### src/rtl/recal_pkg.sv
package recal_pkg;

   typedef enum logic [2:0] {
      S_IDLE,
      S_REQ,
      S_POLL_RDY,
      S_RD_CLR1,
      S_WR_CLR1,
      S_POLL_CAL,
      S_RD_CLR2,
      S_WR_CLR2
   } seq_st_e;

   typedef enum logic [2:0] {
      E_IDLE,
      E_WADDR,
      E_WRESP,
      E_RADDR,
      E_RDATA
   } eng_st_e;

   localparam logic [1:0] RESP_OKAY = 2'b00;

   localparam int BIT_RDY  = 0;
   localparam int BIT_FAIL = 1;
   localparam int BIT_BUSY = 2;

   function automatic logic [31:0] pack_cmd(input logic [2:0]  tgt,
                                            input logic [4:0]  inst,
                                            input logic [7:0]  kind,
                                            input logic [15:0] op);
      return {tgt, inst, kind, op};
   endfunction

endpackage

### src/rtl/recal_cmd_pack.sv
module recal_cmd_pack
   import recal_pkg::*;
#(
   parameter logic [2:0]  TGT_CH0  = 3'h1,
   parameter logic [2:0]  TGT_CH1  = 3'h3,
   parameter logic [4:0]  INST_ID  = 5'h00,
   parameter logic [7:0]  CMD_KIND = 8'h05,
   parameter logic [15:0] CMD_OP   = 16'h000A,
   parameter bit          REG_OUT  = 1'b1
) (
   input  logic        clk,
   input  logic        rst_n,
   input  logic        load_i,
   input  logic        chan_i,
   output logic [31:0] cmd_o
);

   logic [2:0]  tgt_sel;
   logic [31:0] cmd_next;

   assign tgt_sel  = chan_i ? TGT_CH1 : TGT_CH0;
   assign cmd_next = pack_cmd(tgt_sel, INST_ID, CMD_KIND, CMD_OP);

   generate
      if (REG_OUT) begin : g_reg
         logic [31:0] cmd_q;
         always_ff @(posedge clk or negedge rst_n) begin
            if (!rst_n)      cmd_q <= '0;
            else if (load_i) cmd_q <= cmd_next;
         end
         assign cmd_o = cmd_q;
      end else begin : g_comb
         logic unused_clk;
         assign unused_clk = clk ^ rst_n ^ load_i;
         assign cmd_o = cmd_next;
      end
   endgenerate

endmodule

### src/rtl/recal_busy_timer.sv
module recal_busy_timer #(
   parameter int LIMIT = 1000
) (
   input  logic clk,
   input  logic rst_n,
   input  logic clr_i,
   input  logic run_i,
   input  logic sample_i,
   input  logic busy_i,
   output logic expired_o
);

   localparam int CW = $clog2(LIMIT + 1);

   generate
      if (LIMIT < 1) begin : g_bad_limit
         $error("recal_busy_timer: LIMIT must be at least 1");
      end
   endgenerate

   logic [CW-1:0] cnt_q;
   logic          busy_q;

   always_ff @(posedge clk or negedge rst_n) begin
      if (!rst_n) begin
         busy_q <= 1'b0;
      end else if (clr_i) begin
         busy_q <= 1'b0;
      end else if (sample_i) begin
         busy_q <= busy_i;
      end
   end

   always_ff @(posedge clk or negedge rst_n) begin
      if (!rst_n) begin
         cnt_q <= '0;
      end else if (clr_i || (sample_i && !busy_i)) begin
         cnt_q <= '0;
      end else if (run_i && busy_q && (cnt_q != CW'(LIMIT))) begin
         cnt_q <= cnt_q + 1'b1;
      end
   end

   assign expired_o = (cnt_q == CW'(LIMIT));


   tmr_clear_chk: assert property (@(posedge clk) disable iff (!rst_n)
      clr_i |=> !expired_o);


   tmr_cap_chk: assert property (@(posedge clk) disable iff (!rst_n)
      cnt_q <= CW'(LIMIT));

endmodule

### src/rtl/recal_axil_port.sv
module recal_axil_port
   import recal_pkg::*;
#(
   parameter int ADDR_W = 32,
   parameter int DATA_W = 32
) (
   input  logic              clk,
   input  logic              rst_n,
   input  logic              go_i,
   input  logic              is_wr_i,
   input  logic [ADDR_W-1:0] addr_i,
   input  logic [DATA_W-1:0] wdata_i,
   output logic              idle_o,
   output logic              fin_o,
   output logic              err_o,
   output logic [DATA_W-1:0] rdata_o,
   output logic              m_awvalid_o,
   input  logic              m_awready_i,
   output logic [ADDR_W-1:0] m_awaddr_o,
   output logic              m_wvalid_o,
   input  logic              m_wready_i,
   output logic [DATA_W-1:0] m_wdata_o,
   output logic [DATA_W/8-1:0] m_wstrb_o,
   input  logic              m_bvalid_i,
   output logic              m_bready_o,
   input  logic [1:0]        m_bresp_i,
   output logic              m_arvalid_o,
   input  logic              m_arready_i,
   output logic [ADDR_W-1:0] m_araddr_o,
   input  logic              m_rvalid_i,
   output logic              m_rready_o,
   input  logic [DATA_W-1:0] m_rdata_i,
   input  logic [1:0]        m_rresp_i
);

   localparam int STRB_W = DATA_W / 8;

   generate
      if ((DATA_W % 8) != 0 || DATA_W < 8) begin : g_bad_data
         $error("recal_axil_port: DATA_W must be a multiple of 8");
      end
      if (ADDR_W < 1) begin : g_bad_addr
         $error("recal_axil_port: ADDR_W must be positive");
      end
   endgenerate

   eng_st_e           st_q;
   logic              awv_q, wv_q, arv_q;
   logic [ADDR_W-1:0] addr_q;
   logic [DATA_W-1:0] wdata_q;
   logic              aw_ok, w_ok;

   assign aw_ok = !awv_q || m_awready_i;
   assign w_ok  = !wv_q  || m_wready_i;

   always_ff @(posedge clk or negedge rst_n) begin
      if (!rst_n) begin
         st_q    <= E_IDLE;
         awv_q   <= 1'b0;
         wv_q    <= 1'b0;
         arv_q   <= 1'b0;
         addr_q  <= '0;
         wdata_q <= '0;
      end else begin
         unique case (st_q)
            E_IDLE: begin
               if (go_i) begin
                  addr_q  <= addr_i;
                  wdata_q <= wdata_i;
                  if (is_wr_i) begin
                     awv_q <= 1'b1;
                     wv_q  <= 1'b1;
                     st_q  <= E_WADDR;
                  end else begin
                     arv_q <= 1'b1;
                     st_q  <= E_RADDR;
                  end
               end
            end
            E_WADDR: begin
               if (awv_q && m_awready_i) awv_q <= 1'b0;
               if (wv_q && m_wready_i)   wv_q  <= 1'b0;
               if (aw_ok && w_ok)        st_q  <= E_WRESP;
            end
            E_WRESP: begin
               if (m_bvalid_i) st_q <= E_IDLE;
            end
            E_RADDR: begin
               if (m_arready_i) begin
                  arv_q <= 1'b0;
                  st_q  <= E_RDATA;
               end
            end
            E_RDATA: begin
               if (m_rvalid_i) st_q <= E_IDLE;
            end
            default: st_q <= E_IDLE;
         endcase
      end
   end

   assign idle_o      = (st_q == E_IDLE);
   assign m_awvalid_o = awv_q;
   assign m_wvalid_o  = wv_q;
   assign m_arvalid_o = arv_q;
   assign m_awaddr_o  = addr_q;
   assign m_araddr_o  = addr_q;
   assign m_wdata_o   = wdata_q;
   assign m_wstrb_o   = {STRB_W{1'b1}};
   assign m_bready_o  = (st_q == E_WRESP);
   assign m_rready_o  = (st_q == E_RDATA);

   always_comb begin
      fin_o   = 1'b0;
      err_o   = 1'b0;
      rdata_o = m_rdata_i;
      if (st_q == E_WRESP && m_bvalid_i) begin
         fin_o = 1'b1;
         err_o = (m_bresp_i != RESP_OKAY);
      end else if (st_q == E_RDATA && m_rvalid_i) begin
         fin_o = 1'b1;
         err_o = (m_rresp_i != RESP_OKAY);
      end
   end


   aw_hold_chk: assert property (@(posedge clk) disable iff (!rst_n)
      (m_awvalid_o && !m_awready_i) |=> (m_awvalid_o && $stable(m_awaddr_o)));


   w_hold_chk: assert property (@(posedge clk) disable iff (!rst_n)
      (m_wvalid_o && !m_wready_i) |=> (m_wvalid_o && $stable(m_wdata_o)));


   ar_hold_chk: assert property (@(posedge clk) disable iff (!rst_n)
      (m_arvalid_o && !m_arready_i) |=> (m_arvalid_o && $stable(m_araddr_o)));


   one_kind_chk: assert property (@(posedge clk) disable iff (!rst_n)
      !(m_arvalid_o && (m_awvalid_o || m_wvalid_o)));

endmodule

### src/rtl/recal_mbox_seq.sv
module recal_mbox_seq
   import recal_pkg::*;
#(
   parameter int          ADDR_W         = 32,
   parameter int          TIMEOUT_CYCLES = 2000000000,
   parameter logic [2:0]  TGT_CH0        = 3'h1,
   parameter logic [2:0]  TGT_CH1        = 3'h3,
   parameter logic [4:0]  INST_ID        = 5'h00,
   parameter logic [7:0]  CMD_KIND       = 8'h05,
   parameter logic [15:0] CMD_OP         = 16'h000A,
   parameter bit          REG_CMD        = 1'b1
) (
   input  logic              clk,
   input  logic              rst_n,
   input  logic              start_i,
   input  logic              chan_sel_i,
   input  logic [ADDR_W-1:0] req_addr_i,
   input  logic [ADDR_W-1:0] stat_addr_i,
   output logic              done_o,
   output logic              pass_o,
   output logic              fail_o,
   output logic              timeout_o,
   output logic              error_o,
   output logic              m_awvalid_o,
   input  logic              m_awready_i,
   output logic [ADDR_W-1:0] m_awaddr_o,
   output logic              m_wvalid_o,
   input  logic              m_wready_i,
   output logic [31:0]       m_wdata_o,
   output logic [3:0]        m_wstrb_o,
   input  logic              m_bvalid_i,
   output logic              m_bready_o,
   input  logic [1:0]        m_bresp_i,
   output logic              m_arvalid_o,
   input  logic              m_arready_i,
   output logic [ADDR_W-1:0] m_araddr_o,
   input  logic              m_rvalid_i,
   output logic              m_rready_o,
   input  logic [31:0]       m_rdata_i,
   input  logic [1:0]        m_rresp_i
);

   localparam int          DATA_W   = 32;
   localparam logic [31:0] CLR_MASK = ~(32'd1 << BIT_RDY);

   generate
      if (TIMEOUT_CYCLES < 1) begin : g_bad_tmo
         $error("recal_mbox_seq: TIMEOUT_CYCLES must be at least 1");
      end
   endgenerate

   seq_st_e           st_q;
   logic              wait_q;
   logic              chan_q;
   logic [ADDR_W-1:0] req_addr_q, stat_addr_q;
   logic [31:0]       hold_q;
   logic              v_pass_q, v_fail_q, v_tout_q;
   logic              done_q, pass_q, fail_q, tout_q, err_q;

   logic              accept;
   logic              go, is_wr, eng_idle, fin, eng_err;
   logic [ADDR_W-1:0] go_addr;
   logic [31:0]       go_wdata, rd, cmd_word;
   logic              tmr_clr, tmr_run, tmr_sample, tmr_busy, tmr_exp;
   logic              rd_rdy, rd_fail, rd_busy;

   assign accept = start_i && (st_q == S_IDLE);

   recal_cmd_pack #(
      .TGT_CH0 (TGT_CH0),
      .TGT_CH1 (TGT_CH1),
      .INST_ID (INST_ID),
      .CMD_KIND(CMD_KIND),
      .CMD_OP  (CMD_OP),
      .REG_OUT (REG_CMD)
   ) u_pack (
      .clk   (clk),
      .rst_n (rst_n),
      .load_i(accept),
      .chan_i(REG_CMD ? chan_sel_i : chan_q),
      .cmd_o (cmd_word)
   );

   assign go       = (st_q != S_IDLE) && !wait_q && eng_idle;
   assign is_wr    = (st_q == S_REQ) || (st_q == S_WR_CLR1) || (st_q == S_WR_CLR2);
   assign go_addr  = (st_q == S_REQ) ? req_addr_q : stat_addr_q;
   assign go_wdata = (st_q == S_REQ) ? cmd_word : hold_q;

   recal_axil_port #(
      .ADDR_W(ADDR_W),
      .DATA_W(DATA_W)
   ) u_port (
      .clk        (clk),
      .rst_n      (rst_n),
      .go_i       (go),
      .is_wr_i    (is_wr),
      .addr_i     (go_addr),
      .wdata_i    (go_wdata),
      .idle_o     (eng_idle),
      .fin_o      (fin),
      .err_o      (eng_err),
      .rdata_o    (rd),
      .m_awvalid_o(m_awvalid_o),
      .m_awready_i(m_awready_i),
      .m_awaddr_o (m_awaddr_o),
      .m_wvalid_o (m_wvalid_o),
      .m_wready_i (m_wready_i),
      .m_wdata_o  (m_wdata_o),
      .m_wstrb_o  (m_wstrb_o),
      .m_bvalid_i (m_bvalid_i),
      .m_bready_o (m_bready_o),
      .m_bresp_i  (m_bresp_i),
      .m_arvalid_o(m_arvalid_o),
      .m_arready_i(m_arready_i),
      .m_araddr_o (m_araddr_o),
      .m_rvalid_i (m_rvalid_i),
      .m_rready_o (m_rready_o),
      .m_rdata_i  (m_rdata_i),
      .m_rresp_i  (m_rresp_i)
   );

   assign rd_rdy  = rd[BIT_RDY];
   assign rd_fail = rd[BIT_FAIL];
   assign rd_busy = rd[BIT_BUSY];

   assign tmr_clr    = (st_q == S_WR_CLR1) && fin;
   assign tmr_run    = (st_q == S_POLL_CAL);
   assign tmr_sample = (st_q == S_POLL_CAL) && fin && !eng_err;
   assign tmr_busy   = rd_busy && !rd_rdy && !rd_fail;

   recal_busy_timer #(
      .LIMIT(TIMEOUT_CYCLES)
   ) u_timer (
      .clk      (clk),
      .rst_n    (rst_n),
      .clr_i    (tmr_clr),
      .run_i    (tmr_run),
      .sample_i (tmr_sample),
      .busy_i   (tmr_busy),
      .expired_o(tmr_exp)
   );

   always_ff @(posedge clk or negedge rst_n) begin
      if (!rst_n) begin
         st_q        <= S_IDLE;
         wait_q      <= 1'b0;
         chan_q      <= 1'b0;
         req_addr_q  <= '0;
         stat_addr_q <= '0;
         hold_q      <= '0;
         v_pass_q    <= 1'b0;
         v_fail_q    <= 1'b0;
         v_tout_q    <= 1'b0;
         done_q      <= 1'b0;
         pass_q      <= 1'b0;
         fail_q      <= 1'b0;
         tout_q      <= 1'b0;
         err_q       <= 1'b0;
      end else if (st_q == S_IDLE) begin
         if (accept) begin
            st_q        <= S_REQ;
            wait_q      <= 1'b0;
            chan_q      <= chan_sel_i;
            req_addr_q  <= req_addr_i;
            stat_addr_q <= stat_addr_i;
            v_pass_q    <= 1'b0;
            v_fail_q    <= 1'b0;
            v_tout_q    <= 1'b0;
            done_q      <= 1'b0;
            pass_q      <= 1'b0;
            fail_q      <= 1'b0;
            tout_q      <= 1'b0;
            err_q       <= 1'b0;
         end
      end else begin
         if (go) wait_q <= 1'b1;
         if (fin) begin
            wait_q <= 1'b0;
            if (eng_err) begin
               st_q   <= S_IDLE;
               done_q <= 1'b1;
               err_q  <= 1'b1;
            end else begin
               unique case (st_q)
                  S_REQ:      st_q <= S_POLL_RDY;
                  S_POLL_RDY: if (rd_rdy) st_q <= S_RD_CLR1;
                  S_RD_CLR1: begin
                     hold_q <= rd & CLR_MASK;
                     st_q   <= S_WR_CLR1;
                  end
                  S_WR_CLR1:  st_q <= S_POLL_CAL;
                  S_POLL_CAL: begin
                     if (rd_fail) begin
                        v_fail_q <= 1'b1;
                        st_q     <= S_RD_CLR2;
                     end else if (rd_rdy) begin
                        v_pass_q <= 1'b1;
                        st_q     <= S_RD_CLR2;
                     end else if (rd_busy && tmr_exp) begin
                        v_tout_q <= 1'b1;
                        st_q     <= S_RD_CLR2;
                     end
                  end
                  S_RD_CLR2: begin
                     hold_q <= rd & CLR_MASK;
                     st_q   <= S_WR_CLR2;
                  end
                  S_WR_CLR2: begin
                     st_q   <= S_IDLE;
                     done_q <= 1'b1;
                     pass_q <= v_pass_q;
                     fail_q <= v_fail_q;
                     tout_q <= v_tout_q;
                  end
                  default: st_q <= S_IDLE;
               endcase
            end
         end
      end
   end

   assign done_o    = done_q;
   assign pass_o    = pass_q;
   assign fail_o    = fail_q;
   assign timeout_o = tout_q;
   assign error_o   = err_q;


   req_addr_chk: assert property (@(posedge clk) disable iff (!rst_n)
      ((st_q == S_REQ) && m_awvalid_o) |-> (m_awaddr_o == req_addr_q));


   poll_addr_chk: assert property (@(posedge clk) disable iff (!rst_n)
      m_arvalid_o |-> (m_araddr_o == stat_addr_q));


   clr_bit_chk: assert property (@(posedge clk) disable iff (!rst_n)
      (m_wvalid_o && ((st_q == S_WR_CLR1) || (st_q == S_WR_CLR2))) |-> !m_wdata_o[BIT_RDY]);


   verdict_excl_chk: assert property (@(posedge clk) disable iff (!rst_n)
      !(pass_o && fail_o));


   tmo_alone_chk: assert property (@(posedge clk) disable iff (!rst_n)
      timeout_o |-> (!pass_o && !fail_o && done_o));


   err_done_chk: assert property (@(posedge clk) disable iff (!rst_n)
      error_o |-> (done_o && !pass_o && !fail_o && !timeout_o));


   err_quiet_chk: assert property (@(posedge clk) disable iff (!rst_n)
      (error_o && !start_i) |=> (!m_awvalid_o && !m_arvalid_o && !m_wvalid_o));


   busy_ignore_chk: assert property (@(posedge clk) disable iff (!rst_n)
      ((st_q != S_IDLE) && start_i) |=> ($stable(chan_q) && $stable(req_addr_q)));

endmodule

### config.mk
export PLATFORM = sky130hd
export DESIGN_NAME = recal_mbox_seq
export DESIGN_NICKNAME = d
export VERILOG_FILES = /design/src/rtl/recal_pkg.sv /design/src/rtl/recal_cmd_pack.sv /design/src/rtl/recal_busy_timer.sv /design/src/rtl/recal_axil_port.sv /design/src/rtl/recal_mbox_seq.sv
export SDC_FILE = /design/constraint.sdc
export NUM_CORES = 1
export LEC_CHECK = 0
export BUFFER_PORTS_ARGS = -buffer_cell sky130_fd_sc_hd__buf_2
export CAP_MARGIN = 20
export CORE_ASPECT_RATIO = 2
export CORE_UTILIZATION = 40
export CTS_BUF_LIST = sky130_fd_sc_hd__clkbuf_8
export DETAILED_ROUTE_END_ITERATION = 6
export GPL_TIMING_DRIVEN = 0
export MAX_ROUTING_LAYER = met4
export SYNTH_ARGS = -nofsm -noshare
export SYNTH_HDL_FRONTEND = slang
export SYNTH_HIERARCHICAL = 1
export SYNTH_SLANG_ARGS = --single-unit
export TNS_END_PERCENT = 10
### constraint.sdc
create_clock -name clk -period 6 [get_ports clk]
set_clock_uncertainty 0.05 [all_clocks]
set_input_delay 0.3 -clock clk [delete_from_list [all_inputs] [get_ports clk]]
set_output_delay 0.3 -clock clk [all_outputs]
set_load 0.02 [all_outputs]
==> run metrics, run 1 <==
grt ovf 0; Slew Limit Fails 0; crit path kind flip-flop to flip-flop; Comb power frac 0.367; switching share of power 0.342; Most used DFF post-synth dfrtp_1; worst slew pin tran 1.20 ns; initial core utilization 0.406; antenna viol nets, final 0; clock tree buffer depth 3; DIE HEIGHT 235 um; Mapped Cells 960; vias in the first global route 8449; GRT Overall Usage 0.210; clk sinks 211; Seq/Total Area, Yosys 0.486; Max-Cap Viols 0; num rows 85; post-route setup slack 3.01 ns; critical path cell sequence buf_6, clkbuf_1, and2_1, nand2_1, nor4_1, nand2_1, o31a_1, o21a_1; Post-synth EDFFs 0; Setup Fix Bufs, Post-CTS 0; status finished clean; Slew HR 0.191; CP peak stage delay 1.02 ns; # IOs 219; WL met1 10100 um; Clock Root Buffer clkbuf_8; Final Util 0.524; core area 26800 um^2; Yosys reg bits 211; Die W 119 um; WL final 27300 um; Mean Syn Cell Area 11.3 um^2; # fillers 2478; unrepaired setup endpoints after global routing false; GPL Wtd Cong 0.861; Skew-Pair Late Insertion Delay 0.54 ns; Pint 3.72 mW; WP data arrival 3.37 ns; detailed-route wire length per cell 16.2 um; crit end category flip-flop; CP max-delay cell nor4_1; WL met3 936 um; H-tree Lvls 2; Synth Warn # 6; pin count of the biggest net entering global routing 109; pre-CTS setup slack 3.07 ns; Worst IR Drop VDD 205 uV; synth unique cells 63; Reg power frac 0.417; met2 WL post-DR 15200 um; Hold Crit Class input pin to flip-flop; commonest non-fill, non-tap cell in the layout nand2_1; Clock Power Share 0.216; highest-count cells in the layout ignoring fill and taps nand2_1 (219), dfrtp_1 (211), buf_2 (189), buf_4 (104), dlygate4sd3_1 (102); setup tns final 0 ns; net switching power figure 1.94 mW; DIE AREA 27900 um^2; first-pass GRT wire length 44600 um; share of post-route cells with drive strength above 1 0.408; vias per inst 4.71; Top Metal Used met4; Vias 7913; Max Clock Freq 334 MHz; Area Growth Syn to Fin 29.1%; power per cell area 403 nW/um^2; Final Cycle Share 0.499; Detailed Route Iter0 Violations 334; Clock transition at path regs 0.07 ns; Post-DP Area 12400 um^2; CP most frequent cell nand2_1; TritonCTS Buffers 34; Leakage 7.20 nW; Yosys top cell by area dfrtp_1; share of the synthesized area in the top cell type 0.486; Area contributors post-synth dfrtp_1 (49%), mux2_4 (13%), nand2_1 (7.6%); Critical Path RT 6.38 ns; IO Port Bufs 182; CP Launch Type flip-flop; Worst Path Max Fanout 10; synthesized area 10900 um^2; Tmin final 2.99 ns; Final setup viols 0; Detailed Place HPWL 18800 um; register area 5280 um^2; ys async rst share 1.00; endpoints failing hold 0; Multi-input gate area 4510 um^2; Min Hold Slack 0.0602 ns; CTS tree built; fin nets 1422; first-pass iteration count of the detailed router 5; Design Area, Final 14000 um^2; initial antenna violation count 2; drt drc 0
-- final cells by class --
| type | count | area share |
|---|---|---|
| clock buffers | 43 | 0.0422 |
| diodes | 3 | 0.000535 |
| repair buffers | 286 | 0.141 |
| plain buffers | 142 | 0.0808 |
| flip-flops and latches | 211 | 0.376 |
| multi-input cells | 620 | 0.321 |
| clock inverters | 11 | 0.00330 |
| well taps | 348 | 0.0310 |
| inverters | 15 | 0.00401 |
-- critical path, delay by kind of cell, from the launching register on --
family / cells / cell delay (ns)
simple gates: 4 / 1.56
compound gates: 2 / 0.46
buf+inv: 2 / 0.47
flops: 1 / 0.34
-- metal layers --
| layer | track usage | vias up |
|---|---|---|
| met5 | - | - |
| met4 | 0.0932 | 0 |
| met3 | 0.0303 | 72 |
| met2 | 0.389 | 195 |
| met1 | 0.215 | 3830 |
| li1 | - | 3816 |
-- cell families (layout without fill, tap and decap cells) --
family,after synthesis,count (layout),share of synthesized area
multiplexers,159,159,0.196
flip-flops,211,211,0.486
other,2,33,0.000691
buffers and inverters,157,497,0.109
XOR/XNOR,26,26,0.0209
adder cells (fa/ha/maj),3,3,0.00345
AO/OA/AOI/OAI,53,53,0.0359
AND/OR/NAND/NOR,349,349,0.148
-- power by group through the flow --
| stage | clock network, mW | registers (mW) | logic, mW |
|---|---|---|---|
| after detailed placement | 0 | 2.39 | 2.03 |
| after global placement | 0 | 2.37 | 2.00 |
| final | 1.22 | 2.36 | 2.08 |
| after global routing | 1.33 | 2.44 | 2.26 |
| after CTS | 1.28 | 2.37 | 2.10 |
| after floorplan | 0 | 2.50 | 1.33 |
-- final timing paths --
kind	cells after the start	slack (ns)	endpoint	startpoint
setup / recovery	8	3.01	u_timer/cnt_q[23]	st_q[2]
hold / removal	3	0.06	u_port/st_q[0]	m_arready_i
setup reg to reg	8	3.01	u_timer/cnt_q[23]	st_q[2]
hold reg to reg	2	0.42	u_port/m_wdata_o[23]	u_port/m_wdata_o[23]
max in group asynchronous	3	4.51	u_port/m_arvalid_o	rst_n
min in group asynchronous	2	0.34	u_port/m_araddr_o[11]	rst_n
-- repair_timing --
| action | CTS | global route |
|---|---|---|
| hold endpoints to repair | 204 | 0 |
| hold buffers | 102 | 0 |
| resized for setup | 0 | 0 |
-- synth_stat cells (3+ instances only) --
cell,number
dfrtp_1,211
o22ai_1,3
o31ai_1,4
and3_1,5
and2_1,6
buf_2,7
o21ai_0,11
xnor2_1,15
mux2_2,68
nor4_1,12
nor3b_1,4
a22o_1,4
buf_6,19
a41oi_1,3
a21oi_1,10
clkbuf_1,8
nor2_1,33
o2bb2ai_1,4
nand2b_1,3
nand2_1,219
or3_1,4
xor2_1,11
and4_1,3
ha_1,3
nand4_1,9
buf_12,3
nand3_1,13
nor3_1,12
nor2b_1,3
buf_4,104
mux2_4,91
inv_1,14
-- state kept, by name, indices dropped and copies added (netlist names), 2 cells and up --
name	cells
hold_q	31
st_q	3
stat_addr_q	32
u_port/m_araddr_o	32
u_timer/cnt_q	31
u_pack/cmd_o	2
u_port/st_q	3
req_addr_q	32
u_port/m_wdata_o	32
-- per-stage QoR --
step                cells  total power, mW
floorplan             988             3.83
global placement     1518             4.36
detailed placement   1520             4.42
CTS                  1676             5.75
global route         1678             6.04
finish               1679             5.66
No activity file was read; power rests on OpenSTA's default activity.
==> run 2, diff against run 1 <==
ABC_AREA = 1   (was unset)
clock period = 3 ns   (was 6 ns; I/O delays follow)
==> run 2 against run 1 <==
  * Flip-flop and latch count unchanged
  * Maximum frequency up 15%
  * Sequential share of layout area down 0.95 points
  * Via count up 27%
  * Critical path depth up 3
  * Non-clock buffer count up 11
  * Hold slack better by 0.058 ns
  * Final cell count up 29%
  * Synthesized cell count up 51%
  * Sequential power up 92%
  * Routed wire length up 23%
  * Critical path type unchanged
  * Critical endpoint is now u_timer/cnt_q[30]
  * Largest cell class unchanged
  * Largest power group is now combinational cells
==> run metrics, run 2 <==
status finished clean (unchanged); num rows 86 (was 85); TritonCTS Buffers 34 (unchanged); pin count of the biggest net entering global routing 109 (unchanged); Post-synth EDFFs 0 (unchanged); Setup Fix Bufs, Post-CTS 0 (unchanged); CP max-delay cell buf_1 (was nor4_1); post-route setup slack 0.390 ns (was 3.01 ns); core area 27500 um^2 (was 26800 um^2); vias in the first global route 10209 (was 8449); IO Port Bufs 182 (unchanged); WP data arrival 3.03 ns (was 3.37 ns); vias per inst 4.61 (was 4.71); Slew Limit Fails 0 (unchanged); Worst IR Drop VDD 435 uV (was 205 uV); critical hold path startpoint m_bvalid_i (was m_arready_i); Skew-Pair Late Insertion Delay 0.54 ns (about the same); Leakage 7.83 nW (was 7.20 nW); Mapped Cells 1447 (was 960); CTS tree built (unchanged); highest-count cells in the layout ignoring fill and taps nand2_1 (590), dfrtp_1 (211), buf_2 (199), inv_1 (135), buf_4 (106) (was nand2_1 (219), dfrtp_1 (211), buf_2 (189), buf_4 (104), dlygate4sd3_1 (102)); crit path kind flip-flop to flip-flop (unchanged); fin nets 1910 (was 1422); grt ovf 0 (unchanged); share of post-route cells with drive strength above 1 0.242 (was 0.408); # fillers 2726 (was 2478); CP most frequent cell nand2_1 (unchanged); Worst Path Max Fanout 10 (unchanged); ys async rst share 1.00 (unchanged); CP peak stage delay 0.45 ns (was 1.02 ns); Final Cycle Share 0.870 (was 0.499); Yosys reg bits 211 (unchanged); Area contributors post-synth dfrtp_1 (47%), nand2_1 (20%), buf_4 (7.1%) (was dfrtp_1 (49%), mux2_4 (13%), nand2_1 (7.6%)); # IOs 219 (unchanged); unrepaired setup endpoints after global routing false (unchanged); Area Growth Syn to Fin 28.6% (was 29.1%); most frequent cells after synthesis nand2_1 (590), dfrtp_1 (211), inv_1 (127) (was nand2_1 (219), dfrtp_1 (211), buf_4 (104)); DIE AREA 28700 um^2 (was 27900 um^2); most common cell in the synthesized netlist nand2_1 (unchanged); first-pass iteration count of the detailed router 5 (unchanged); power per cell area 873 nW/um^2 (was 403 nW/um^2); share of the synthesized area in the top cell type 0.472 (was 0.486); Max-Cap Viols 0 (unchanged); Final Util 0.523 (was 0.524); first-pass GRT wire length 53000 um (was 44600 um); synthesized area 11200 um^2 (was 10900 um^2); CP Launch Type flip-flop (unchanged); Multi-input gate area 4370 um^2 (was 4510 um^2); Mean Syn Cell Area 7.74 um^2 (was 11.3 um^2); endpoints failing hold 0 (unchanged); Vias 10018 (was 7913); worst slew pin tran 0.829 ns (was 1.20 ns); Max Clock Freq 383 MHz (was 334 MHz); initial core utilization 0.406 (about the same); GPL Wtd Cong 0.964 (was 0.861); Post-DP Area 12700 um^2 (was 12400 um^2); Yosys top cell by area dfrtp_1 (unchanged); Tmin final 2.61 ns (was 2.99 ns); Most used DFF post-synth dfrtp_1 (unchanged); antenna viol nets, final 0 (unchanged); Critical Path RT 3.42 ns (was 6.38 ns); WL final 33500 um (was 27300 um); Hold Crit Class input pin to flip-flop (unchanged); Design Area, Final 14400 um^2 (was 14000 um^2); clk sinks 211 (unchanged); Clock transition at path regs 0.07 ns (about the same); drt drc 0 (unchanged); DIE HEIGHT 239 um (was 235 um); GRT Overall Usage 0.247 (was 0.210); detailed-route wire length per cell 15.4 um (was 16.2 um); critical path cell sequence buf_6, nor4_1, o21ai_0, nand2_1, nor3_1, inv_1, nor2_1, nor2_4, buf_1, nand4_1, nand2_1 (was buf_6, clkbuf_1, and2_1, nand2_1, nor4_1, nand2_1, o31a_1, o21a_1); commonest non-fill, non-tap cell in the layout nand2_1 (unchanged); Slew HR 0.447 (was 0.191); pre-CTS setup slack 0.109 ns (was 3.07 ns); register area 5280 um^2 (unchanged); Die W 120 um (was 119 um); crit end category flip-flop (unchanged); Crit. Startpoint u_port/st_q[1] (was st_q[2]); clock tree buffer depth 3 (unchanged); Seq/Total Area, Yosys 0.472 (was 0.486); Synth Warn # 6 (unchanged); synth unique cells 35 (was 63); Detailed Place HPWL 24900 um (was 18800 um); worst r2r src u_port/st_q[1] (was st_q[2]); initial antenna violation count 1 (was 2); H-tree Lvls 2 (unchanged); Clock Root Buffer clkbuf_8 (unchanged); Detailed Route Iter0 Violations 462 (was 334); Final setup viols 0 (unchanged)
==> run 2: cell type report <==
class / count / area share
Clock buffer: 40 / 0.0382
Timing Repair Buffer: 287 / 0.138
Buffer: 152 / 0.0793
Clock inverter: 17 / 0.00773
Sequential cell: 211 / 0.367
Antenna cell: 1 / 0.000174
Multi-Input combinational cell: 977 / 0.304
Tap cell: 352 / 0.0306
Inverter: 135 / 0.0355
==> run 2: cell families (layout without fill, tap and decap cells) <==
group,count (synthesis),count (layout),share of synthesized area
buffers and inverters,287,631,0.148
xor gates and xnor gates,7,7,0.00548
and+or+nand+nor,783,783,0.281
muxes,31,31,0.0312
DFF,211,211,0.472
other,2,31,0.000671
AOI/OAI and AO/OA,123,123,0.0587
adders and majority gates,3,3,0.00335
==> run 2: what timing repair did <==
item,4_1_cts,5_1_grt
hold endpoints to repair,206,0
hold buffers,104,0
endpoints found under the setup margin,0,12
gates resized for setup,0,2
==> run 2: metal layers <==
metal,track usage,part of all wire,vias up
li1,-,-,5027
met1,0.234,0.35,4674
met2,0.482,0.57,230
met3,0.0298,0.032,87
met4,0.118,0.043,0
met5,-,0,-
==> run 2: worst paths after layout <==
check	to	slack [ns]	cells after the start
min reg2reg	u_port/m_wdata_o[14]	0.42	2
min	u_port/st_q[1]	0.12	7
min in group asynchronous	u_timer/cnt_q[30]	0.20	2
max	u_timer/cnt_q[30]	0.39	11
max in group asynchronous	u_port/m_araddr_o[27]	1.64	3
max reg2reg	u_timer/cnt_q[30]	0.39	11
==> run 2: critical path: cells and delay by family (launching register included) <==
kind	cells	cell delay (ns)
compound gates	1	0.13
buf+inv	3	0.67
flops	1	0.38
simple gates	7	1.29
==> run 2: through the flow <==
step                      power, mW  hold slack, ns  setup TNS (ns)  cells
after floorplan                8.33          -0.196               0   1475
after global placement         9.94           0.300         -435.43   2009
after detailed placement       10.1           0.216               0   2010
after CTS                      12.7          0.0730               0   2171
after global routing           13.5           0.143               0   2172
final                          12.6           0.118               0   2172
==> run 2: where the power goes <==
part	internal (mW)	switching (mW)
combinational	2.16	3.36
sequential	3.93	0.615
clock	1.30	1.19
total	7.39	5.17
